--- src/rtl/uart_regs_pkg.sv ---
package uart_regs_pkg;
  localparam int unsigned BYTE_W   = 8;
  localparam int unsigned ADDR_W   = 3;
  localparam int unsigned N_OFS    = 1 << ADDR_W;
  localparam int unsigned IER_W    = 4;
  localparam int unsigned MCR_W    = 5;
  localparam int unsigned ERR_W    = 3;
  localparam int unsigned LS_W     = 4;
  localparam int unsigned MODEM_W  = 4;
  localparam int unsigned DIV_W    = 2 * BYTE_W;
  localparam int unsigned BANK_BIT = 7;

  localparam logic [ADDR_W-1:0] OFS_DATA = 3'd0;
  localparam logic [ADDR_W-1:0] OFS_IER  = 3'd1;
  localparam logic [ADDR_W-1:0] OFS_IIR  = 3'd2;
  localparam logic [ADDR_W-1:0] OFS_LCR  = 3'd3;
  localparam logic [ADDR_W-1:0] OFS_MCR  = 3'd4;
  localparam logic [ADDR_W-1:0] OFS_LSR  = 3'd5;
  localparam logic [ADDR_W-1:0] OFS_MSR  = 3'd6;
  localparam logic [ADDR_W-1:0] OFS_SCR  = 3'd7;

  // enable bit positions, also the source index into the pending vector
  localparam int unsigned EN_RX = 0;
  localparam int unsigned EN_TX = 1;
  localparam int unsigned EN_LS = 2;
  localparam int unsigned EN_MS = 3;

  typedef enum logic [1:0] {
    SRC_MODEM  = 2'b00,
    SRC_THRE   = 2'b01,
    SRC_RXDATA = 2'b10,
    SRC_LINE   = 2'b11
  } irq_src_e;

  typedef struct packed {
    logic rd_rbr;
    logic wr_thr;
    logic wr_dll;
    logic wr_dlm;
    logic wr_ier;
    logic rd_iir;
    logic wr_lcr;
    logic wr_mcr;
    logic rd_lsr;
    logic rd_msr;
    logic wr_scr;
  } strobe_t;
endpackage

--- src/rtl/uart_line_status.sv ---
module uart_line_status
  import uart_regs_pkg::*;
(
  input  logic              clk,
  input  logic              rst_n,
  input  logic              rx_valid,
  input  logic [BYTE_W-1:0] rx_data,
  input  logic [ERR_W-1:0]  rx_err,
  input  logic              rd_rbr,
  input  logic              rd_lsr,
  output logic [BYTE_W-1:0] rbr,
  output logic              data_ready,
  output logic [LS_W-1:0]   ls_flags
);
  logic [LS_W-1:0] ls_set, ls_next;
  logic            overrun;

  always_comb begin
    overrun = rx_valid && data_ready && !rd_rbr;
    ls_set  = rx_valid ? {rx_err[2], rx_err[1], rx_err[0], overrun} : '0;
    ls_next = (rd_lsr ? '0 : ls_flags) | ls_set;
  end

  always_ff @(posedge clk) begin
    if (!rst_n) begin
      rbr        <= '0;
      data_ready <= 1'b0;
      ls_flags   <= '0;
    end else begin
      if (rx_valid) rbr <= rx_data;
      if (rx_valid)    data_ready <= 1'b1;
      else if (rd_rbr) data_ready <= 1'b0;
      ls_flags <= ls_next;
    end
  end
endmodule

--- src/rtl/uart_tx_holding.sv ---
module uart_tx_holding
  import uart_regs_pkg::*;
(
  input  logic              clk,
  input  logic              rst_n,
  input  logic              wr_thr,
  input  logic [BYTE_W-1:0] wdata,
  input  logic              tx_ready,
  output logic              tx_valid,
  output logic [BYTE_W-1:0] tx_data,
  output logic              tx_take
);
  assign tx_take = tx_valid && tx_ready;

  always_ff @(posedge clk) begin
    if (!rst_n) begin
      tx_valid <= 1'b0;
      tx_data  <= '0;
    end else begin
      if (wr_thr) begin
        tx_valid <= 1'b1;
        tx_data  <= wdata;
      end else if (tx_take) begin
        tx_valid <= 1'b0;
      end
    end
  end
endmodule

--- src/rtl/uart_modem_status.sv ---
module uart_modem_status
  import uart_regs_pkg::*;
(
  input  logic               clk,
  input  logic               rst_n,
  input  logic [MODEM_W-1:0] modem_in,
  input  logic               rd_msr,
  output logic [MODEM_W-1:0] level,
  output logic [MODEM_W-1:0] delta
);
  localparam int unsigned RI_IDX = 2;
  logic [MODEM_W-1:0] chg;

  // ri flags a falling edge only, the other lines flag any change
  for (genvar i = 0; i < MODEM_W; i++) begin : g_chg
    if (i == RI_IDX) begin : g_fall
      assign chg[i] = level[i] && !modem_in[i];
    end else begin : g_any
      assign chg[i] = level[i] ^ modem_in[i];
    end
  end

  always_ff @(posedge clk) begin
    if (!rst_n) begin
      level <= '0;
      delta <= '0;
    end else begin
      level <= modem_in;
      delta <= (rd_msr ? '0 : delta) | chg;
    end
  end
endmodule

--- src/rtl/uart_int_ctrl.sv ---
module uart_int_ctrl
  import uart_regs_pkg::*;
(
  input  logic              clk,
  input  logic              rst_n,
  input  logic [IER_W-1:0]  ier,
  input  logic              ls_pend,
  input  logic              rx_pend,
  input  logic              ms_pend,
  input  logic              thr_load,
  input  logic              tx_take,
  input  logic              thr_empty,
  input  logic              thre_arm,
  input  logic              iir_rd,
  output logic              irq,
  output logic [BYTE_W-1:0] iir
);
  logic       thre_flag;
  logic [IER_W-1:0] raw, act;
  irq_src_e   code;
  logic       any;

  always_comb begin
    raw            = '0;
    raw[EN_RX]     = rx_pend;
    raw[EN_TX]     = thre_flag;
    raw[EN_LS]     = ls_pend;
    raw[EN_MS]     = ms_pend;
    act            = raw & ier;
    any            = |act;
    if (act[EN_LS])      code = SRC_LINE;
    else if (act[EN_RX]) code = SRC_RXDATA;
    else if (act[EN_TX]) code = SRC_THRE;
    else                 code = SRC_MODEM;
    iir = {{(BYTE_W-3){1'b0}}, code, !any};
  end

  assign irq = any;

  always_ff @(posedge clk) begin
    if (!rst_n) begin
      thre_flag <= 1'b0;
    end else begin
      if (thr_load)
        thre_flag <= 1'b0;
      else if (tx_take || (thre_arm && thr_empty))
        thre_flag <= 1'b1;
      else if (iir_rd && any && code == SRC_THRE)
        thre_flag <= 1'b0;
    end
  end
endmodule

--- src/rtl/uart_regfile.sv ---
module uart_regfile
  import uart_regs_pkg::*;
(
  input  logic                      clk,
  input  logic                      rst_n,
  input  logic                      rd_en,
  input  logic                      wr_en,
  input  logic [ADDR_W-1:0]         addr,
  input  logic [BYTE_W-1:0]         wdata,
  output logic [BYTE_W-1:0]         rdata,
  output logic                      irq,
  output logic                      tx_valid,
  input  logic                      tx_ready,
  output logic [BYTE_W-1:0]         tx_data,
  input  logic                      rx_valid,
  input  logic [BYTE_W-1:0]         rx_data,
  input  logic [ERR_W-1:0]          rx_err,
  input  logic [MODEM_W-1:0]        modem_in,
  output logic [BYTE_W-1:0]         cfg_lcr,
  output logic [MCR_W-1:0]          cfg_mcr,
  output logic [DIV_W-1:0]          cfg_div
);
  logic [N_OFS-1:0]  sel;
  strobe_t           stb;
  logic              bank;
  logic [IER_W-1:0]  ier_q;
  logic [BYTE_W-1:0] lcr_q, scr_q, dll_q, dlm_q;
  logic [MCR_W-1:0]  mcr_q;
  logic [BYTE_W-1:0] rbr, iir_val, lsr_val, msr_val;
  logic              data_ready, tx_take;
  logic [LS_W-1:0]   ls_flags;
  logic [MODEM_W-1:0] mlevel, mdelta;

  for (genvar i = 0; i < N_OFS; i++) begin : g_sel
    assign sel[i] = (addr == ADDR_W'(i));
  end

  assign bank = lcr_q[BANK_BIT];

  always_comb begin
    stb        = '0;
    stb.rd_rbr = rd_en && sel[OFS_DATA] && !bank;
    stb.wr_thr = wr_en && sel[OFS_DATA] && !bank;
    stb.wr_dll = wr_en && sel[OFS_DATA] &&  bank;
    stb.wr_dlm = wr_en && sel[OFS_IER]  &&  bank;
    stb.wr_ier = wr_en && sel[OFS_IER]  && !bank;
    stb.rd_iir = rd_en && sel[OFS_IIR];
    stb.wr_lcr = wr_en && sel[OFS_LCR];
    stb.wr_mcr = wr_en && sel[OFS_MCR];
    stb.rd_lsr = rd_en && sel[OFS_LSR];
    stb.rd_msr = rd_en && sel[OFS_MSR];
    stb.wr_scr = wr_en && sel[OFS_SCR];
  end

  always_ff @(posedge clk) begin
    if (!rst_n) begin
      ier_q <= '0;
      lcr_q <= '0;
      mcr_q <= '0;
      scr_q <= '0;
      dll_q <= '0;
      dlm_q <= '0;
    end else begin
      if (stb.wr_ier) ier_q <= wdata[IER_W-1:0];
      if (stb.wr_lcr) lcr_q <= wdata;
      if (stb.wr_mcr) mcr_q <= wdata[MCR_W-1:0];
      if (stb.wr_scr) scr_q <= wdata;
      if (stb.wr_dll) dll_q <= wdata;
      if (stb.wr_dlm) dlm_q <= wdata;
    end
  end

  uart_line_status u_ls (
    .clk        (clk),
    .rst_n      (rst_n),
    .rx_valid   (rx_valid),
    .rx_data    (rx_data),
    .rx_err     (rx_err),
    .rd_rbr     (stb.rd_rbr),
    .rd_lsr     (stb.rd_lsr),
    .rbr        (rbr),
    .data_ready (data_ready),
    .ls_flags   (ls_flags)
  );

  uart_tx_holding u_tx (
    .clk      (clk),
    .rst_n    (rst_n),
    .wr_thr   (stb.wr_thr),
    .wdata    (wdata),
    .tx_ready (tx_ready),
    .tx_valid (tx_valid),
    .tx_data  (tx_data),
    .tx_take  (tx_take)
  );

  uart_modem_status u_ms (
    .clk      (clk),
    .rst_n    (rst_n),
    .modem_in (modem_in),
    .rd_msr   (stb.rd_msr),
    .level    (mlevel),
    .delta    (mdelta)
  );

  uart_int_ctrl u_int (
    .clk       (clk),
    .rst_n     (rst_n),
    .ier       (ier_q),
    .ls_pend   (|ls_flags),
    .rx_pend   (data_ready),
    .ms_pend   (|mdelta),
    .thr_load  (stb.wr_thr),
    .tx_take   (tx_take),
    .thr_empty (!tx_valid),
    .thre_arm  (stb.wr_ier && wdata[EN_TX] && !ier_q[EN_TX]),
    .iir_rd    (stb.rd_iir),
    .irq       (irq),
    .iir       (iir_val)
  );

  assign lsr_val = {1'b0, !tx_valid, !tx_valid, ls_flags, data_ready};
  assign msr_val = {mlevel, mdelta};

  always_comb begin
    unique case (addr)
      OFS_DATA: rdata = bank ? dll_q : rbr;
      OFS_IER:  rdata = bank ? dlm_q : BYTE_W'(ier_q);
      OFS_IIR:  rdata = iir_val;
      OFS_LCR:  rdata = lcr_q;
      OFS_MCR:  rdata = BYTE_W'(mcr_q);
      OFS_LSR:  rdata = lsr_val;
      OFS_MSR:  rdata = msr_val;
      default:  rdata = scr_q;
    endcase
  end

  assign cfg_lcr = lcr_q;
  assign cfg_mcr = mcr_q;
  assign cfg_div = {dlm_q, dll_q};
endmodule

--- config.mk ---
export PLATFORM = sky130hd
export DESIGN_NAME = uart_regfile
export DESIGN_NICKNAME = d
export VERILOG_FILES = /design/src/rtl/uart_regs_pkg.sv /design/src/rtl/uart_line_status.sv /design/src/rtl/uart_tx_holding.sv /design/src/rtl/uart_modem_status.sv /design/src/rtl/uart_int_ctrl.sv /design/src/rtl/uart_regfile.sv
export SDC_FILE = /design/constraint.sdc
export NUM_CORES = 1
export LEC_CHECK = 0
export ABC_CLOCK_PERIOD_IN_PS = 2700
export BUFFER_PORTS_ARGS = -buffer_cell sky130_fd_sc_hd__buf_2
export CORE_AREA = 2 2 110 112
export CTS_CLUSTER_SIZE = 28
export DETAILED_ROUTE_END_ITERATION = 12
export DIE_AREA = 0 0 112 114
export RECOVER_POWER = 50
export SLEW_MARGIN = 20
export SYNTH_ARGS = -nofsm -noshare
export SYNTH_HDL_FRONTEND = slang
export SYNTH_SLANG_ARGS = --single-unit
--- constraint.sdc ---
create_clock -name clk -period 2.7 [get_ports clk]
set_clock_uncertainty 0.2 [all_clocks]
set_input_delay 0.27 -clock clk [delete_from_list [all_inputs] [get_ports clk]]
set_output_delay 0.27 -clock clk [all_outputs]
set_load 0.03 [all_outputs]
After elaboration in Yosys (flattened, before gate mapping) --
Cells that the tools add are included.
Word-level totals: flip-flop bits (word level) 72, bits in latches 0, bits in writable memories 0, ROM bits 0, bits of input ports 32, output and inout bits 47, word-level logic and storage cells 82, memories kept 0
Cells by class: add/sub/neg operators 0, multipliers 0, divide/modulo/power cells 0, magnitude comparators 0, equal/unequal tests 8, shift operators 0, muxes and demuxes 15, bitwise logic cells 7, reductions and logical operators 38
Operator list (count):
- case mux 8 bit (7 select lines) | 1
- logical AND 1 bit | 23
- 2-to-1 mux 8 bit | 2
- == test 3 bit, second input constant | 4
- 2-to-1 mux 4 bit | 3
- OR reduction 4 bit | 3
- bitwise OR 4 bit | 2
- 2-to-1 mux 1 bit | 7
- == test 3 x 2 -> 1 bit, second input constant | 2
- zero test 1 bit | 6
- nonzero test 2 bit | 3
- AND 4 bit | 1
- 2-to-1 mux 2 bit | 2
- == test 3 x 1 -> 1 bit, second input constant | 1
- zero test 3 bit | 1
- XOR 1 bit | 3
- == test 2 x 1 -> 1 bit, second input constant | 1
- OR reduction 2 bit | 1
- logical OR 1 bit | 1
- NOT 1 bit | 1

Logic depth before layout (Yosys ltp) --
depth in word-level cells 9, mapped depth 7, depth with buffers taken out 4

Hierarchy --
A second synthesis with hierarchy kept.
Unflattened totals: cell total of the unflattened synthesis 381, area total of the unflattened synthesis 3582.2 µm²
By module, submodules not included:
- uart_regfile | times used 1, cells each 266, area each 2326.0 µm², seq. area each 820.8 µm²
- uart_line_status | times used 1, cells each 45, area each 513.0 µm², seq. area each 260.2 µm²
- uart_tx_holding | times used 1, cells each 29, area each 341.6 µm², seq. area each 180.2 µm²
- uart_modem_status | times used 1, cells each 24, area each 276.5 µm², seq. area each 160.2 µm²
- uart_int_ctrl | times used 1, cells each 17, area each 125.1 µm², seq. area each 20.0 µm²

Least setup slack after synthesis --
OpenSTA, ideal clock, no wires.
path type register to output, start reg lcr_q[7] (netlist: cfg_lcr[7]), end out rdata[2], data arrival time 1861 ps, data required time 2230 ps, setup slack 369 ps, stages on the path, launching flop included 5, buffers on the path 1, cells stage by stage dfxtp_1 buf_6 mux2_4 mux4_2 a221o_1
Between the ends: longest elaborated chain between the ends 2, elaborated cells between the ends (all ways) 3, classes of those cells 3 x mux
Ends and longest elaborated chain:
- start: declaration | RTL line uart_regfile.sv:27 | logic [BYTE_W-1:0] lcr_q, scr_q, dll_q, dlm_q;
- start signal: assignment | RTL line uart_regfile.sv:65 | if (stb.wr_lcr) lcr_q <= wdata;
- 2-to-1 mux 8 bit (on tied branches) | RTL line uart_regfile.sv:128, uart_regfile.sv:127
- case mux 8 bit (7 select lines) (*) | RTL line uart_regfile.sv:126 | unique case (addr)
- end: declaration | RTL line uart_regfile.sv:10 | output logic [BYTE_W-1:0] rdata,
Mark *: on every way between the ends. The rest lies on a longest branch, timed or not.

Final worst setup path --
start reg lcr_q[7] (netlist: cfg_lcr[7]), end out rdata[0]
Same word-level chain as after synthesis.

==> out/qor.txt <==
register area share after synthesis: 42.0%
Die Span Y: 114 um
first-pass GRT wire length: 16,400 um
top-level I/O count: 79
Setup Fix Bufs, Post-CTS: 0
critical path data required time: 2.23 ns
number of placement rows: 40
Port Buffers: 78
Pwr Total: 2860 uW
Async SR Flop Fraction: 0%
post-synthesis compound-gate area fraction: 14.7%
Post-Synth XOR/XNOR Area: 0.765%
dpl cell area: 3910 um^2
vias in the first global route: 2,910
GR Overflow Total: 0
syn nets: 407
routed wire length: 10,400 um
pin count of the biggest net entering global routing: 43
EDFF count, synth: 0
largest family of logic cells by synthesized area: simple AND/OR/NAND/NOR gates
CP Data Arrival Time: 2.11 ns
Worst path top cell family by delay: compound AO/OA/AOI/OAI gates
GRT met2 Usage: 25.1%
Multi-input gate area: 1850 um^2
GRT busiest layer: met2
number of max-cap violations: 0
R2R Setup Slk: 0.68 ns
M3 GR Usage: 4.36%
post-route cell area: 4290 um^2
1st-pass router iterations: 4
Netlist cell types: 47
drt via density: 4.87
most area-consuming cells after synthesis: dfxtp_1 42%, mux2i_1 12%, nor2b_1 7.8%, nand2_1 6.9%, a21boi_0 5.2%
starting density of the core: 29.3%
share of layout cells above drive strength 1: 15.7%
RSZ-0062 raised after global routing: false
CP max FO: 15
top cell type's share of synthesized area: 42.0%
initial antenna violation count: 0
prevailing post-synth register cell: dfxtp_1
synth warn: 0
Syn Area/Cell: 9.16 um^2
hold crit path type: input port to flop
Leakage: 0.00163 uW
actual slew at the worst max-slew pin: 1.44 ns
mapped cell area: 3430 um^2
Max VDD drop: 0.287 mV
worst path cell trace: buf_4, mux2_2, nand3_1, a21oi_1, o32a_1, buf_2
Clock transition at path regs: 0.06 ns
setup_tns: 0 ns
adder-cell share of the synthesized area: 0%
CTS buffer count: 9
TritonCTS clock tree: done
Hold Fails Final Rpt: 0
status: complete, no violations
crit path buf inv count: 2
detailed-route via count: 2,916
pwr/cell area: 668 nW/um^2
DP HPWL: 7730 um
die width: 112 um
Clock Path Buffers: 2
max incr delay on CP: 0.41 ns
Cell Count, Final, Fillers Out: 599
min Tclk post-route: 2.58 ns
H-tree depth: 3
initial DRC count: 217
Final Max Slew Viols: 0
Residual DRC: 0
final period utilization: 95.4%
CP max stage cell: dfxtp_2
Core Area: 11,700 um^2
nets: 479
mean routed wirelength per cell: 17.4 um
Total GRT Usage: 16.7%
Sink Count: 72
Rel. slew slack: 3.83%
FF+latch count, synth: 72
register area: 1440 um^2
routing usage on met1: 23.6%
largest area contributor in the netlist: dfxtp_1
mux share of post-synthesis cell area: 16.4%
startpoint types: flop
final antenna-violating net count: 0
worst setup path class: flop to output port
layout filler cell count: 1,241
# setup viols final: 0
worst-skew pair later-pin latency: 0.33 ns
full die area: 12,800 um^2
Area Overhead vs Synth: 24.8%
root buf cell: clkbuf_16
simple-gate share of the synthesized area: 22.1%
CP endpoint kind: output port
GPL Wtd Cong: 0.924
maximum achievable frequency: 388 MHz
Placed Cells: 577
# diodes: 0
Post-Synthesis Cells: 375
==> placed cells by master (no fill, tap or decap), types with 5 or more instances in the layout <==
master,Yosys,final
dfxtp_1,72,71
nand2_1,63,63
nor2b_1,43,43
clkbuf_1,14,43
mux2i_1,41,41
buf_2,9,36
a21boi_0,24,24
a21oi_1,12,12
clkbuf_16,0,9
nor2_1,8,8
o21ai_0,8,8
and2_1,7,7
a22oi_1,6,6
dlygate4sd3_1,0,6
inv_1,5,5
mux2_2,5,5
nand3_1,5,5
==> flip-flops by register name, summed over array words and instances, names as in the netlist, 4 cells and up <==
register and cells:
u_ls.ls_flags 4, u_ms.level 4, cfg_mcr 5, u_ms.delta 4, dlm_q 8, cfg_lcr 8
u_ls.rbr 8, ier_q 4, dll_q 8, u_tx.tx_data 8, scr_q 8
==> layout make-up <==
cell class / count / area share (%)
Clock inverter: 5 / 2.98
Sequential cell: 72 / 33.6
Tap cell: 147 / 4.29
Clock buffer: 11 / 5.66
Multi-Input combinational cell: 272 / 43.2
Timing Repair Buffer: 87 / 9.75
Inverter: 5 / 0.438
==> final timing paths <==
check,start,endpoint,cells past startpoint
setup / recovery,cfg_lcr[7],rdata[0],6
hold / removal,rx_data[3],u_ls.rbr[3],3
setup reg to reg,cfg_lcr[7],dlm_q[7],5
hold reg to reg,u_tx.tx_data[0],u_tx.tx_data[0],2
==> what timing repair did <==
item                                    in CTS  in global routing
hold buffers                                 6                  0
endpoints found under the setup margin       0                  1
gates resized for setup                      0                  1
hold endpoints to repair                     6                  0
==> tightest hold or removal path, stage by stage <==
cell and delay, ns:
buf_2 0.08, mux2i_1 0.06, nor2b_1 0.09
==> cell usage after synthesis (2+ instances only) <==
cell / count
a21oi_1: 12
nor2b_1: 43
nor3_2: 3
dfxtp_1: 72
and2_1: 7
a221o_1: 2
a22oi_1: 6
nand4_1: 2
buf_2: 9
xor2_1: 3
nand2b_1: 3
a21o_1: 2
nor2_1: 8
or3_1: 2
nand2_1: 63
nand3_1: 5
inv_1: 5
and3_1: 4
mux2_2: 5
mux2i_1: 41
a31oi_1: 3
a21boi_0: 24
mux2_4: 2
mux4_2: 3
a211oi_1: 3
clkbuf_1: 14
o21a_1: 2
o21ai_0: 8
==> per-layer routing <==
metal	vias to the layer above	part of all wire (%)	routed length [um]
li1	1441	-	-
met1	1360	47	4880
met2	101	45	4690
met3	14	6.2	650
met4	0	1.9	202
met5	-	0	0
==> per-stage QoR <==
| stage | utilization [%] | hold slack (ns) | setup WS [ns] |
|---|---|---|---|
| 6_report | 36.6 | 0.00321 | 0.123 |
| 5_1_grt | 36.6 | 0.0233 | 0.00317 |
| 4_1_cts | 37.1 | 0.000968 | 0.0184 |
| 3_5_place_dp | 33.4 | 0.256 | 0.388 |
| 3_3_place_gp | 33.4 | 0.250 | 0.433 |
| 2_1_floorplan | - | 0.192 | 0.369 |
==> report_power, final <==
| group | switching (uW) | internal (uW) | total [uW] |
|---|---|---|---|
| logic | 168 | 108 | 276 |
| clock network | 441 | 1020 | 1460 |
| registers | 30.6 | 1100 | 1130 |
==> logic make-up (layout without fill, tap and decap cells) <==
family / count (synthesis) / count (layout)
flops: 72 / 72
compound gates: 72 / 72
buf+inv: 31 / 108
simple gates: 146 / 146
xor+xnor: 3 / 3
mux: 51 / 51
Note: power is estimated with default switching activity, not from simulation.
